==> src/rtl/clkcfg_pkg.sv <==
package clkcfg_pkg;
  localparam int DATA_W  = 8;
  localparam int ADDR_W  = 8;
  localparam int NUM_CFG = 5;

  localparam logic [ADDR_W-1:0] ADDR_MODE = 8'h13;
  localparam logic [ADDR_W-1:0] ADDR_PROT = 8'h0A;

  localparam int MODE_CLK_LOCK = 1;
  localparam int MODE_WDT_LOCK = 2;
  localparam int PROT_WEN      = 0;
  localparam int CTL0_PSTOP    = 2;
  localparam int CTL0_MSTOP    = 5;
  localparam int CTL0_SRC      = 7;
  localparam int CTL1_STOP     = 0;
  localparam int CTL1_SRC      = 7;
  localparam int CTL2_OSD      = 0;

  localparam logic [DATA_W-1:0] MODE_KEEP =
    DATA_W'((1 << MODE_CLK_LOCK) | (1 << MODE_WDT_LOCK));

  // Index into the configuration array
  localparam int IDX_CTL0 = 0;
  localparam int IDX_CTL1 = 1;
  localparam int IDX_CTL2 = 2;
  localparam int IDX_PLL0 = 3;
  localparam int IDX_PLL1 = 4;

  typedef struct packed {
    logic               mode;
    logic               prot;
    logic [NUM_CFG-1:0] cfg;
  } wrStrobe_t;

  function automatic logic [ADDR_W-1:0] cfgAddr(input int idx);
    case (idx)
      IDX_CTL0: cfgAddr = 8'h06;
      IDX_CTL1: cfgAddr = 8'h07;
      IDX_CTL2: cfgAddr = 8'h0C;
      IDX_PLL0: cfgAddr = 8'h1C;
      default:  cfgAddr = 8'h1D;
    endcase
  endfunction

  // Bits frozen by the clock lock, per register
  function automatic logic [DATA_W-1:0] clkLockMask(input int idx);
    case (idx)
      IDX_CTL0: clkLockMask = DATA_W'((1 << CTL0_PSTOP) | (1 << CTL0_MSTOP) | (1 << CTL0_SRC));
      IDX_CTL1: clkLockMask = DATA_W'((1 << CTL1_STOP) | (1 << CTL1_SRC));
      IDX_CTL2: clkLockMask = DATA_W'(1 << CTL2_OSD);
      default:  clkLockMask = '1;
    endcase
  endfunction

  // Bits frozen by the watchdog lock, per register
  function automatic logic [DATA_W-1:0] wdtLockMask(input int idx);
    wdtLockMask = (idx == IDX_CTL1) ? DATA_W'(1 << CTL1_STOP) : '0;
  endfunction

  function automatic logic [DATA_W-1:0] mergeWr(input logic [DATA_W-1:0] oldVal,
                                                input logic [DATA_W-1:0] newVal,
                                                input logic [DATA_W-1:0] frozen);
    mergeWr = (oldVal & frozen) | (newVal & ~frozen);
  endfunction
endpackage

==> src/rtl/clkcfg_ctrl.sv <==
module clkcfg_ctrl
  import clkcfg_pkg::*;
(
  input  logic              clk,
  input  logic              rstN,
  input  logic [ADDR_W-1:0] busAddr,
  input  logic              busWrEn,
  input  logic              protEn,
  input  logic              wdtLock,
  input  logic              oscReady,
  output wrStrobe_t         wrStb,
  output logic              wdtSrcOsc
);
  logic srcOscQ;

  always_comb begin
    wrStb      = '0;
    wrStb.mode = busWrEn && (busAddr == ADDR_MODE) && protEn;
    wrStb.prot = busWrEn && (busAddr == ADDR_PROT);
    for (int i = 0; i < NUM_CFG; i++) begin
      wrStb.cfg[i] = busWrEn && (busAddr == cfgAddr(i));
    end
  end

  // Switch to the oscillator only once it reports ready
  always_ff @(posedge clk) begin
    if (!rstN)                     srcOscQ <= 1'b0;
    else if (wdtLock && oscReady)  srcOscQ <= 1'b1;
  end

  assign wdtSrcOsc = srcOscQ;
endmodule

==> src/rtl/clkcfg_datapath.sv <==
module clkcfg_datapath
  import clkcfg_pkg::*;
(
  input  logic              clk,
  input  logic              rstN,
  input  wrStrobe_t         wrStb,
  input  logic [ADDR_W-1:0] busAddr,
  input  logic [DATA_W-1:0] busWrData,
  output logic [DATA_W-1:0] busRdData,
  output logic [DATA_W-1:0] modeQ,
  output logic              protEn,
  output logic [DATA_W-1:0] cfgQ [NUM_CFG]
);
  logic clkLock;
  logic wdtLock;

  assign clkLock = modeQ[MODE_CLK_LOCK];
  assign wdtLock = modeQ[MODE_WDT_LOCK];

  // Lock bits only ever rise; reserved bits are never stored
  always_ff @(posedge clk) begin
    if (!rstN)          modeQ <= '0;
    else if (wrStb.mode) modeQ <= modeQ | (busWrData & MODE_KEEP);
  end

  always_ff @(posedge clk) begin
    if (!rstN)           protEn <= 1'b0;
    else if (wrStb.prot) protEn <= busWrData[PROT_WEN];
  end

  for (genvar g = 0; g < NUM_CFG; g++) begin : g_cfg
    logic [DATA_W-1:0] frozen;
    assign frozen = (clkLock ? clkLockMask(g) : '0) | (wdtLock ? wdtLockMask(g) : '0);
    always_ff @(posedge clk) begin
      if (!rstN)             cfgQ[g] <= '0;
      else if (wrStb.cfg[g]) cfgQ[g] <= mergeWr(cfgQ[g], busWrData, frozen);
    end
  end

  always_comb begin
    busRdData = '0;
    if (busAddr == ADDR_MODE) busRdData = modeQ;
    if (busAddr == ADDR_PROT) busRdData = DATA_W'(protEn) << PROT_WEN;
    for (int i = 0; i < NUM_CFG; i++) begin
      if (busAddr == cfgAddr(i)) busRdData = cfgQ[i];
    end
  end
endmodule

==> src/rtl/clkcfg_guard.sv <==
module clkcfg_guard
  import clkcfg_pkg::*;
(
  input  logic              clk,
  input  logic              rstN,
  input  logic [ADDR_W-1:0] busAddr,
  input  logic [DATA_W-1:0] busWrData,
  input  logic              busWrEn,
  output logic [DATA_W-1:0] busRdData,
  input  logic              waitReq,
  input  logic              holdReq,
  input  logic              oscReady,
  output logic              cpuClkStop,
  output logic              periphClkStop,
  output logic              wdtHalt,
  output logic              wdtSrcOsc,
  output logic              stopModeReq,
  output logic [1:0]        cpuSrcSel,
  output logic              mainClkStop,
  output logic              oscStopDetEn,
  output logic [DATA_W-1:0] pllCfg0,
  output logic [DATA_W-1:0] pllCfg1
);
  wrStrobe_t         wrStb;
  logic [DATA_W-1:0] modeQ;
  logic              protEn;
  logic [DATA_W-1:0] cfgQ [NUM_CFG];
  logic              clkLock;
  logic              wdtLock;

  assign clkLock = modeQ[MODE_CLK_LOCK];
  assign wdtLock = modeQ[MODE_WDT_LOCK];

  clkcfg_ctrl i_ctrl (
    .clk       (clk),
    .rstN      (rstN),
    .busAddr   (busAddr),
    .busWrEn   (busWrEn),
    .protEn    (protEn),
    .wdtLock   (wdtLock),
    .oscReady  (oscReady),
    .wrStb     (wrStb),
    .wdtSrcOsc (wdtSrcOsc)
  );

  clkcfg_datapath i_dp (
    .clk       (clk),
    .rstN      (rstN),
    .wrStb     (wrStb),
    .busAddr   (busAddr),
    .busWrData (busWrData),
    .busRdData (busRdData),
    .modeQ     (modeQ),
    .protEn    (protEn),
    .cfgQ      (cfgQ)
  );

  assign cpuClkStop    = waitReq && !clkLock;
  assign periphClkStop = cpuClkStop && cfgQ[IDX_CTL0][CTL0_PSTOP];
  assign wdtHalt       = (waitReq || holdReq) && !wdtLock;
  assign stopModeReq   = cfgQ[IDX_CTL1][CTL1_STOP];
  assign cpuSrcSel     = {cfgQ[IDX_CTL1][CTL1_SRC], cfgQ[IDX_CTL0][CTL0_SRC]};
  assign mainClkStop   = cfgQ[IDX_CTL0][CTL0_MSTOP];
  assign oscStopDetEn  = cfgQ[IDX_CTL2][CTL2_OSD];
  assign pllCfg0       = cfgQ[IDX_PLL0];
  assign pllCfg1       = cfgQ[IDX_PLL1];
endmodule

==> config.mk <==
export PLATFORM = sky130hd
export DESIGN_NAME = clkcfg_guard
export DESIGN_NICKNAME = d
export VERILOG_FILES = /design/src/rtl/clkcfg_pkg.sv /design/src/rtl/clkcfg_ctrl.sv /design/src/rtl/clkcfg_datapath.sv /design/src/rtl/clkcfg_guard.sv
export SDC_FILE = /design/constraint.sdc
export NUM_CORES = 1
export LEC_CHECK = 0
export ABC_AREA = 1
export BUFFER_PORTS_ARGS = -buffer_cell sky130_fd_sc_hd__buf_2
export CORE_UTILIZATION = 57
export CTS_CLUSTER_DIAMETER = 150
export DETAILED_ROUTE_END_ITERATION = 10
export PLACE_DENSITY_LB_ADDON = 0.2
export SLEW_MARGIN = 20
export SYNTH_ARGS = -nofsm -noshare
export SYNTH_HDL_FRONTEND = slang
export SYNTH_SLANG_ARGS = --single-unit
==> constraint.sdc <==
create_clock -name clk -period 3.1 [get_ports clk]
set_clock_uncertainty 0.2 [all_clocks]
set_input_delay 0.62 -clock clk [delete_from_list [all_inputs] [get_ports clk]]
set_output_delay 0.62 -clock clk [all_outputs]
set_load 0.005 [all_outputs]
==> results of run 1 <==
-- routing by layer --
layer	track usage (%)	share of wire [%]	vias to the layer above
li1	-	-	1138
met1	39.0	49	998
met2	43.2	43	80
met3	4.86	6.5	6
met4	8.97	1.2	0
met5	0	0	-
-- cells by family (layout without fill, tap and decap cells) --
logic type | after synthesis | after routing
AO/OA/AOI/OAI | 52 | 52
AND/OR/NAND/NOR | 180 | 180
buffers and inverters | 64 | 100
flip-flops | 44 | 44
-- worst max path at each step --
stage                         to  slack, ns  depth (start not counted)
floorplan           busRdData[7]       0.82                          9
global placement    busRdData[5]       0.43                         11
detailed placement  busRdData[5]       0.38                         11
CTS                 busRdData[5]       0.38                         11
global route        busRdData[7]       0.21                         11
finish              busRdData[5]       0.35                         11
-- power by group through the flow --
stage | registers [uW] | logic, uW | clock network (uW)
4_1_cts | 566 | 70.0 | 376
5_1_grt | 566 | 78.9 | 401
6_report | 566 | 70.5 | 370
2_1_floorplan | 579 | 36.2 | 0
3_3_place_gp | 579 | 68.8 | 0
3_5_place_dp | 579 | 69.9 | 0
-- worst min-delay path, delay by kind of cell (launching register included) --
family,cells,cell delay (ns)
flip-flops,1,0.33
buffers and inverters,1,0.05
AO/OA/AOI/OAI,1,0.05
-- area by class of cell --
class                           instances  area, sq um  share of cell area (%)
Clock buffer                            8         90.1                    3.56
Timing Repair Buffer                   56          285                    11.3
Sequential cell                        44          881                    34.8
Tap cell                               48         60.1                    2.37
Inverter                               36          136                    5.39
Multi-Input combinational cell        232         1080                    42.6
-- cells in the final DEF, fill, tap and decap left out, types with 2 or more instances in the layout --
| cell type | count |
|---|---|
| a21oi_1 | 30 |
| buf_2 | 54 |
| buf_4 | 2 |
| clkbuf_1 | 2 |
| clkbuf_8 | 6 |
| dfxtp_1 | 44 |
| inv_1 | 31 |
| inv_2 | 4 |
| nand2_1 | 64 |
| nand2_2 | 5 |
| nand3_1 | 42 |
| nand4_1 | 3 |
| nor2_1 | 55 |
| nor2_2 | 3 |
| nor2_4 | 4 |
| o21ai_0 | 20 |
-- stage by stage --
| step | cells | hold slack, ns |
|---|---|---|
| floorplan | 340 | 0.236 |
| global placement | 416 | 0.247 |
| detailed placement | 416 | 0.255 |
| CTS | 424 | 0.266 |
| global route | 424 | 0.272 |
| finish | 424 | 0.264 |
==> results.py, run 1 <==
metrics = {
    "status": {
        "status": "finished, final reports clean",
    },
    "clock_network": {
        "cts_buffers": 5,
        "ctsHoldBuffers": 0,
        "cts-root-buf": "clkbuf_8",
        "clockBufferDepth": 2,
        "insertion_delay_ns": 0.29,
        "cts_resized": 0,
        "cts_tree": "done",
        "htree_levels": 2,
        "cts_setup_buffers": 0,
        "clk_pin_slew_ns": 0.08,
        "cts.sinks": 44,
    },
    "logic_synthesis": {
        "synth_xor_area_share_pct": 0,
        "synth.net_count": 362,
        "ys.warnings.count": 0,
        "yosys.area.top_type": "dfxtp_1",
        "synth.yosys.seq_area_share_pct": 38.4,
        "ys_types": 23,
        "synth-simple-area-share_pct": 35.5,
        "synth_edf_count": 0,
        "avgSynthCellArea_sq_um": 6.75,
        "netlist_area_sq_um": 2300,
        "synthAdderAreaFrac_pct": 0,
        "yosysTopAreaCellShare_pct": 38.4,
        "synthCells": 340,
        "synth_top_family_by_area": "simple AND/OR/NAND/NOR gates",
        "synth-seq-cells": 44,
        "synth-async-reset-ratio_pct": 0,
        "synthTopCellsByCount": "64 x nand2_1, 55 x nor2_1, 44 x dfxtp_1, 42 x nand3_1, 31 x inv_1",
        "synth_area_leaders": "dfxtp_1 38%, nand2_1 10%, nand3_1 9.2%, nor2_1 9.0%, a21oi_1 6.5%",
        "yosysMostFrequentCell": "nand2_1",
        "synth_flop_cell": "dfxtp_1",
        "synth-compound-area-share_pct": 11.5,
        "muxShareOfSynthArea_pct": 0,
    },
    "global_route": {
        "grt_pass1_wl_mm": 8.96,
        "grt_pass1_vias": 1931,
        "grt_usage_pct": 27.9,
        "grt_antenna_before_repair": 0,
        "grt_overflow": 0,
        "grt_max_degree": 26,
    },
    "power": {
        "clockPowerShare_pct": 36.7,
        "total_power_uw": 1010,
        "p_sw_uw": 238,
        "power_switching_share_pct": 23.7,
        "p_comb_share_pct": 7.0,
        "internal_power_uw": 768,
        "p_leak_uw": 0.00110,
        "vdd_drop_max_mv": 0.309,
        "pwr-share-seq_pct": 56.3,
        "power.density_nw_per_um2": 397,
    },
    "hold_path": {
        "hold_path_class": "flip-flop to flip-flop",
        "whs_path_depth": 2,
    },
    "sta": {
        "hold_viol_final": 0,
        "max_slew.worst_pin.slew_ns": 0.658,
        "finalCriticalPeriod_ns": 2.75,
        "slew_viol_final": 0,
        "relSlewSlack_pct": 56.1,
        "fin_tns_setup_ns": 0,
        "finalCritPeriodShare_pct": 88.7,
        "rsz0062_at_grt": "false",
        "fmax_mhz": 364,
        "setup_viol": 0,
        "setup_slack_ns": 0.351,
    },
    "critical_path": {
        "path_class": "input port to output pin",
        "reg2reg_depth": 4,
        "crit_chain": "buf_2, inv_1, nand2_1, nor2_1, nand2_2, clkinv_2, nand2_1, nand2_1, nor2_1, nand3_1, buf_2",
        "crit_start": "busAddr[5]",
        "crit_path_end_kind": "output pin",
        "required_ns": 2.28,
        "crit_buf_inv": 4,
        "critPathTopFamily": "simple AND/OR/NAND/NOR gates",
        "slowest_delay_ns": 0.39,
        "cp.arrival_ns": 1.93,
        "rrSetupSlack_ns": 1.42,
        "crit_path_frequent_cell": "nand2_1",
        "critPathMaxFanout": 9,
        "critPathSlowestCell": "nor2_1",
        "worstReg2RegStart": "i_dp.modeQ[1]$_SDFFE_PN0P_",
        "start_kind": "input port",
    },
    "floorplanning": {
        "fp.dieArea_sq_um": 4290,
        "start_util_pct": 60.9,
        "core_sq_um": 3770,
        "ios": 55,
        "die_height_microns": 65.5,
        "dieWidth_microns": 65.5,
        "rows": 22,
    },
    "placement": {
        "postPlaceCellArea_sq_um": 2440,
        "post-place-ws_ns": 0.383,
        "gp_routability_congestion": 0.818,
        "portBuffers": 54,
        "dpl.hpwl_mm": 3.87,
    },
    "finish": {
        "finalInstanceArea_sq_um": 2530,
        "num_antenna_cells": 0,
        "nets": 397,
        "area_delta_synth_final_pct": 10.3,
        "drive_above_1_share_pct": 21.8,
        "nFillCells": 373,
        "post-route-util_pct": 67.2,
    },
    "routing": {
        "vias_per_cell": 5.24,
        "drt_wl_total_mm": 5.34,
        "vias": 2222,
        "wl_per_cell_microns": 12.6,
        "firstDrtPassIters": 4,
        "detail-route-antenna-nets": 0,
        "drt-initial-drc-count": 194,
        "drc": 0,
    },
    "flow_run": {
        "cap_violations": 0,
    },
}
(Power assumes the default switching activity.)
==> run 2, diff against run 1 <==
--- a/config.mk
+++ b/config.mk
@@ -5,11 +5,12 @@
 export SDC_FILE = /design/constraint.sdc
 export NUM_CORES = 1
 export LEC_CHECK = 0
-export ABC_AREA = 1
+export ABC_AREA = 0
 export BUFFER_PORTS_ARGS = -buffer_cell sky130_fd_sc_hd__buf_2
-export CORE_UTILIZATION = 57
+export CORE_UTILIZATION = 58
 export CTS_CLUSTER_DIAMETER = 150
 export DETAILED_ROUTE_END_ITERATION = 10
+export MAX_ROUTING_LAYER = met4
 export PLACE_DENSITY_LB_ADDON = 0.2
 export SLEW_MARGIN = 20
 export SYNTH_ARGS = -nofsm -noshare
==> run 2 against run 1 <==
  * Cell count shrank 14%
  * Global-route usage grew 1.3 points
  * Largest cell class unchanged
  * Critical path depth shrank 4
  * Combinational power grew 32%
==> results.py, run 2 <==
metrics = {
    "finish": {
        "num_antenna_cells": 0,
        "layout_common_cells": "54 x buf_2, 44 x dfxtp_1, 39 x nand2_1, 35 x mux2i_1, 27 x nor2b_1",
        "nFillCells": 368,
        "drive_above_1_share_pct": 25.2,
        "area_delta_synth_final_pct": 11.3,
        "nets": 336,
        "final_cells": 364,
        "final_common_cell": "buf_2",
    },
    "clock_network": {
        "cts_resized": 0,
        "cts_tree": "done",
        "cts-root-buf": "clkbuf_8",
        "htree_levels": 2,
        "clockBufferDepth": 2,
        "clk_pin_slew_ns": 0.08,
        "cts_buffers": 5,
        "cts.sinks": 44,
        "ctsHoldBuffers": 0,
        "cts_setup_buffers": 0,
        "insertion_delay_ns": 0.29,
    },
    "hold_path": {
        "hold_path_class": "flip-flop to flip-flop",
        "hp-start": "i_dp.cfgQ[35]$_SDFFE_PN0P_",
    },
    "logic_synthesis": {
        "synth.net_count": 301,
        "ys_types": 43,
        "synth-compound-area-share_pct": 11.1,
        "ys.warnings.count": 0,
        "yosysMostFrequentCell": "dfxtp_1",
        "yosys.area.top_type": "dfxtp_1",
        "synth-seq-cells": 44,
        "synth_edf_count": 0,
        "muxShareOfSynthArea_pct": 15.3,
        "synthAdderAreaFrac_pct": 0,
        "synth_top_family_by_area": "simple AND/OR/NAND/NOR gates",
        "yosysTopAreaCellShare_pct": 36.1,
        "synth-simple-area-share_pct": 28.6,
        "avgSynthCellArea_sq_um": 8.74,
        "synth_xor_area_share_pct": 0,
        "synth_flop_cell": "dfxtp_1",
        "netlist_area_sq_um": 2440,
        "synthCells": 279,
        "synth.yosys.seq_area_share_pct": 36.1,
        "synthTopCellsByCount": "44 x dfxtp_1, 39 x nand2_1, 35 x mux2i_1, 27 x nor2b_1, 18 x buf_4",
        "synth_area_leaders": "dfxtp_1 36%, mux2i_1 14%, nor2b_1 6.9%, nand2_1 6.0%, buf_4 5.5%",
        "synth-async-reset-ratio_pct": 0,
    },
    "routing": {
        "firstDrtPassIters": 4,
        "drc": 0,
        "wl_per_cell_microns": 16.6,
        "vias_per_cell": 5.77,
        "detail-route-antenna-nets": 0,
        "drt_wl_total_mm": 6.03,
        "drt-initial-drc-count": 157,
        "vias": 2099,
    },
    "flow_run": {
        "cap_violations": 0,
    },
    "floorplanning": {
        "fp.dieArea_sq_um": 4470,
        "ios": 55,
        "rows": 23,
        "dieWidth_microns": 66.9,
        "core_sq_um": 4030,
        "die_height_microns": 66.9,
        "start_util_pct": 60.6,
    },
    "global_route": {
        "grt_pass1_wl_mm": 9.29,
        "grt_max_degree": 53,
        "grt_usage_pct": 29.1,
        "use_met2_pct": 46.1,
        "grt_util_met1_pct": 36.6,
        "busiest_layer": "met2",
        "grt_antenna_before_repair": 0,
        "grtUsageMet3_pct": 5.31,
        "grt_overflow": 0,
        "grt_pass1_vias": 1905,
    },
    "critical_path": {
        "required_ns": 2.28,
        "start_kind": "input port",
        "critPathMaxFanout": 11,
        "worstReg2RegStart": "i_dp.modeQ[1]$_SDFFE_PN0P_",
        "crit_path_end_kind": "output pin",
        "cp.arrival_ns": 2.14,
        "path_class": "input port to output pin",
        "crit_start": "busAddr[3]",
    },
    "sta": {
        "slew_viol_final": 0,
        "rsz0062_at_grt": "false",
        "max_slew.worst_pin.slew_ns": 0.769,
        "fin_tns_setup_ns": 0,
        "relSlewSlack_pct": 48.7,
        "finalCriticalPeriod_ns": 2.96,
        "hold_viol_final": 0,
        "fmax_mhz": 338,
        "finalCritPeriodShare_pct": 95.4,
        "setup_viol": 0,
    },
    "power": {
        "p_leak_uw": 0.00119,
        "vdd_drop_max_mv": 0.249,
        "power.density_nw_per_um2": 371,
    },
    "placement": {
        "gp_routability_congestion": 0.865,
        "place_inst": 357,
        "dpl.hpwl_mm": 4.30,
        "portBuffers": 54,
    },
    "status": {
        "status": "finished, final reports clean",
    },
}
-- run 2: path summary, 6_finish.rpt --
path / to / slack [ns] / depth (start not counted)
max: busRdData[4] / 0.14 / 7
min: i_dp.cfgQ[35]$_SDFFE_PN0P_ / 0.27 / 2
max reg2reg: flip-flop / 1.34 / 4
min reg2reg: i_dp.cfgQ[35]$_SDFFE_PN0P_ / 0.27 / 2
-- run 2: logic make-up (layout without fill, tap and decap cells) --
logic type,count (synthesis),after routing
AND/OR/NAND/NOR,122,122
buffers and inverters,38,73
multiplexers,37,37
flip-flops,44,44
AO/OA/AOI/OAI,38,38
-- run 2: report_power, final --
part / internal, uW / switching [uW] / total (uW)
Combinational: 35.9 / 57.3 / 93.2
Clock: 153 / 195 / 348
Sequential: 565 / 0.439 / 566
Total: 754 / 253 / 1010
-- run 2: final cells by class --
class | instances | area (sq um) | area share, %
Multi-Input combinational cell | 197 | 1340 | 49.4
Sequential cell | 44 | 881 | 32.4
Timing Repair Buffer | 63 | 338 | 12.4
Clock buffer | 5 | 68.8 | 2.53
Tap cell | 50 | 62.6 | 2.30
Clock inverter | 2 | 12.5 | 0.461
Inverter | 3 | 11.3 | 0.415
-- run 2: worst max-delay path: stages --
cell	delay (ns)
buf_2	0.16
nor4bb_1	0.54
buf_4	0.22
a32oi_1	0.05
o22a_1	0.21
nor3_1	0.18
buf_2	0.14
-- run 2: routing by layer --
layer | part of all wire [%] | routed length (microns) | vias up
li1 | - | - | 1030
met1 | 44 | 2650 | 979
met2 | 46 | 2790 | 79
met3 | 6.9 | 414 | 11
met4 | 2.8 | 169 | 0
met5 | 0 | 0 | -
-- run 2: through the flow --
step | instance area, sq um | hold slack, ns | setup slack (ns) | util, % | total power, uW
4_1_cts | 2720 | 0.274 | 0.163 | 67.4 | 1010
5_1_grt | 2720 | 0.284 | 0.0155 | 67.4 | 1040
3_3_place_gp | 2640 | 0.243 | 0.238 | 65.4 | 669
2_1_floorplan | 2440 | 0.234 | 0.584 | - | 631
3_5_place_dp | 2640 | 0.259 | 0.161 | 65.4 | 670
6_report | 2720 | 0.270 | 0.143 | 67.4 | 1010
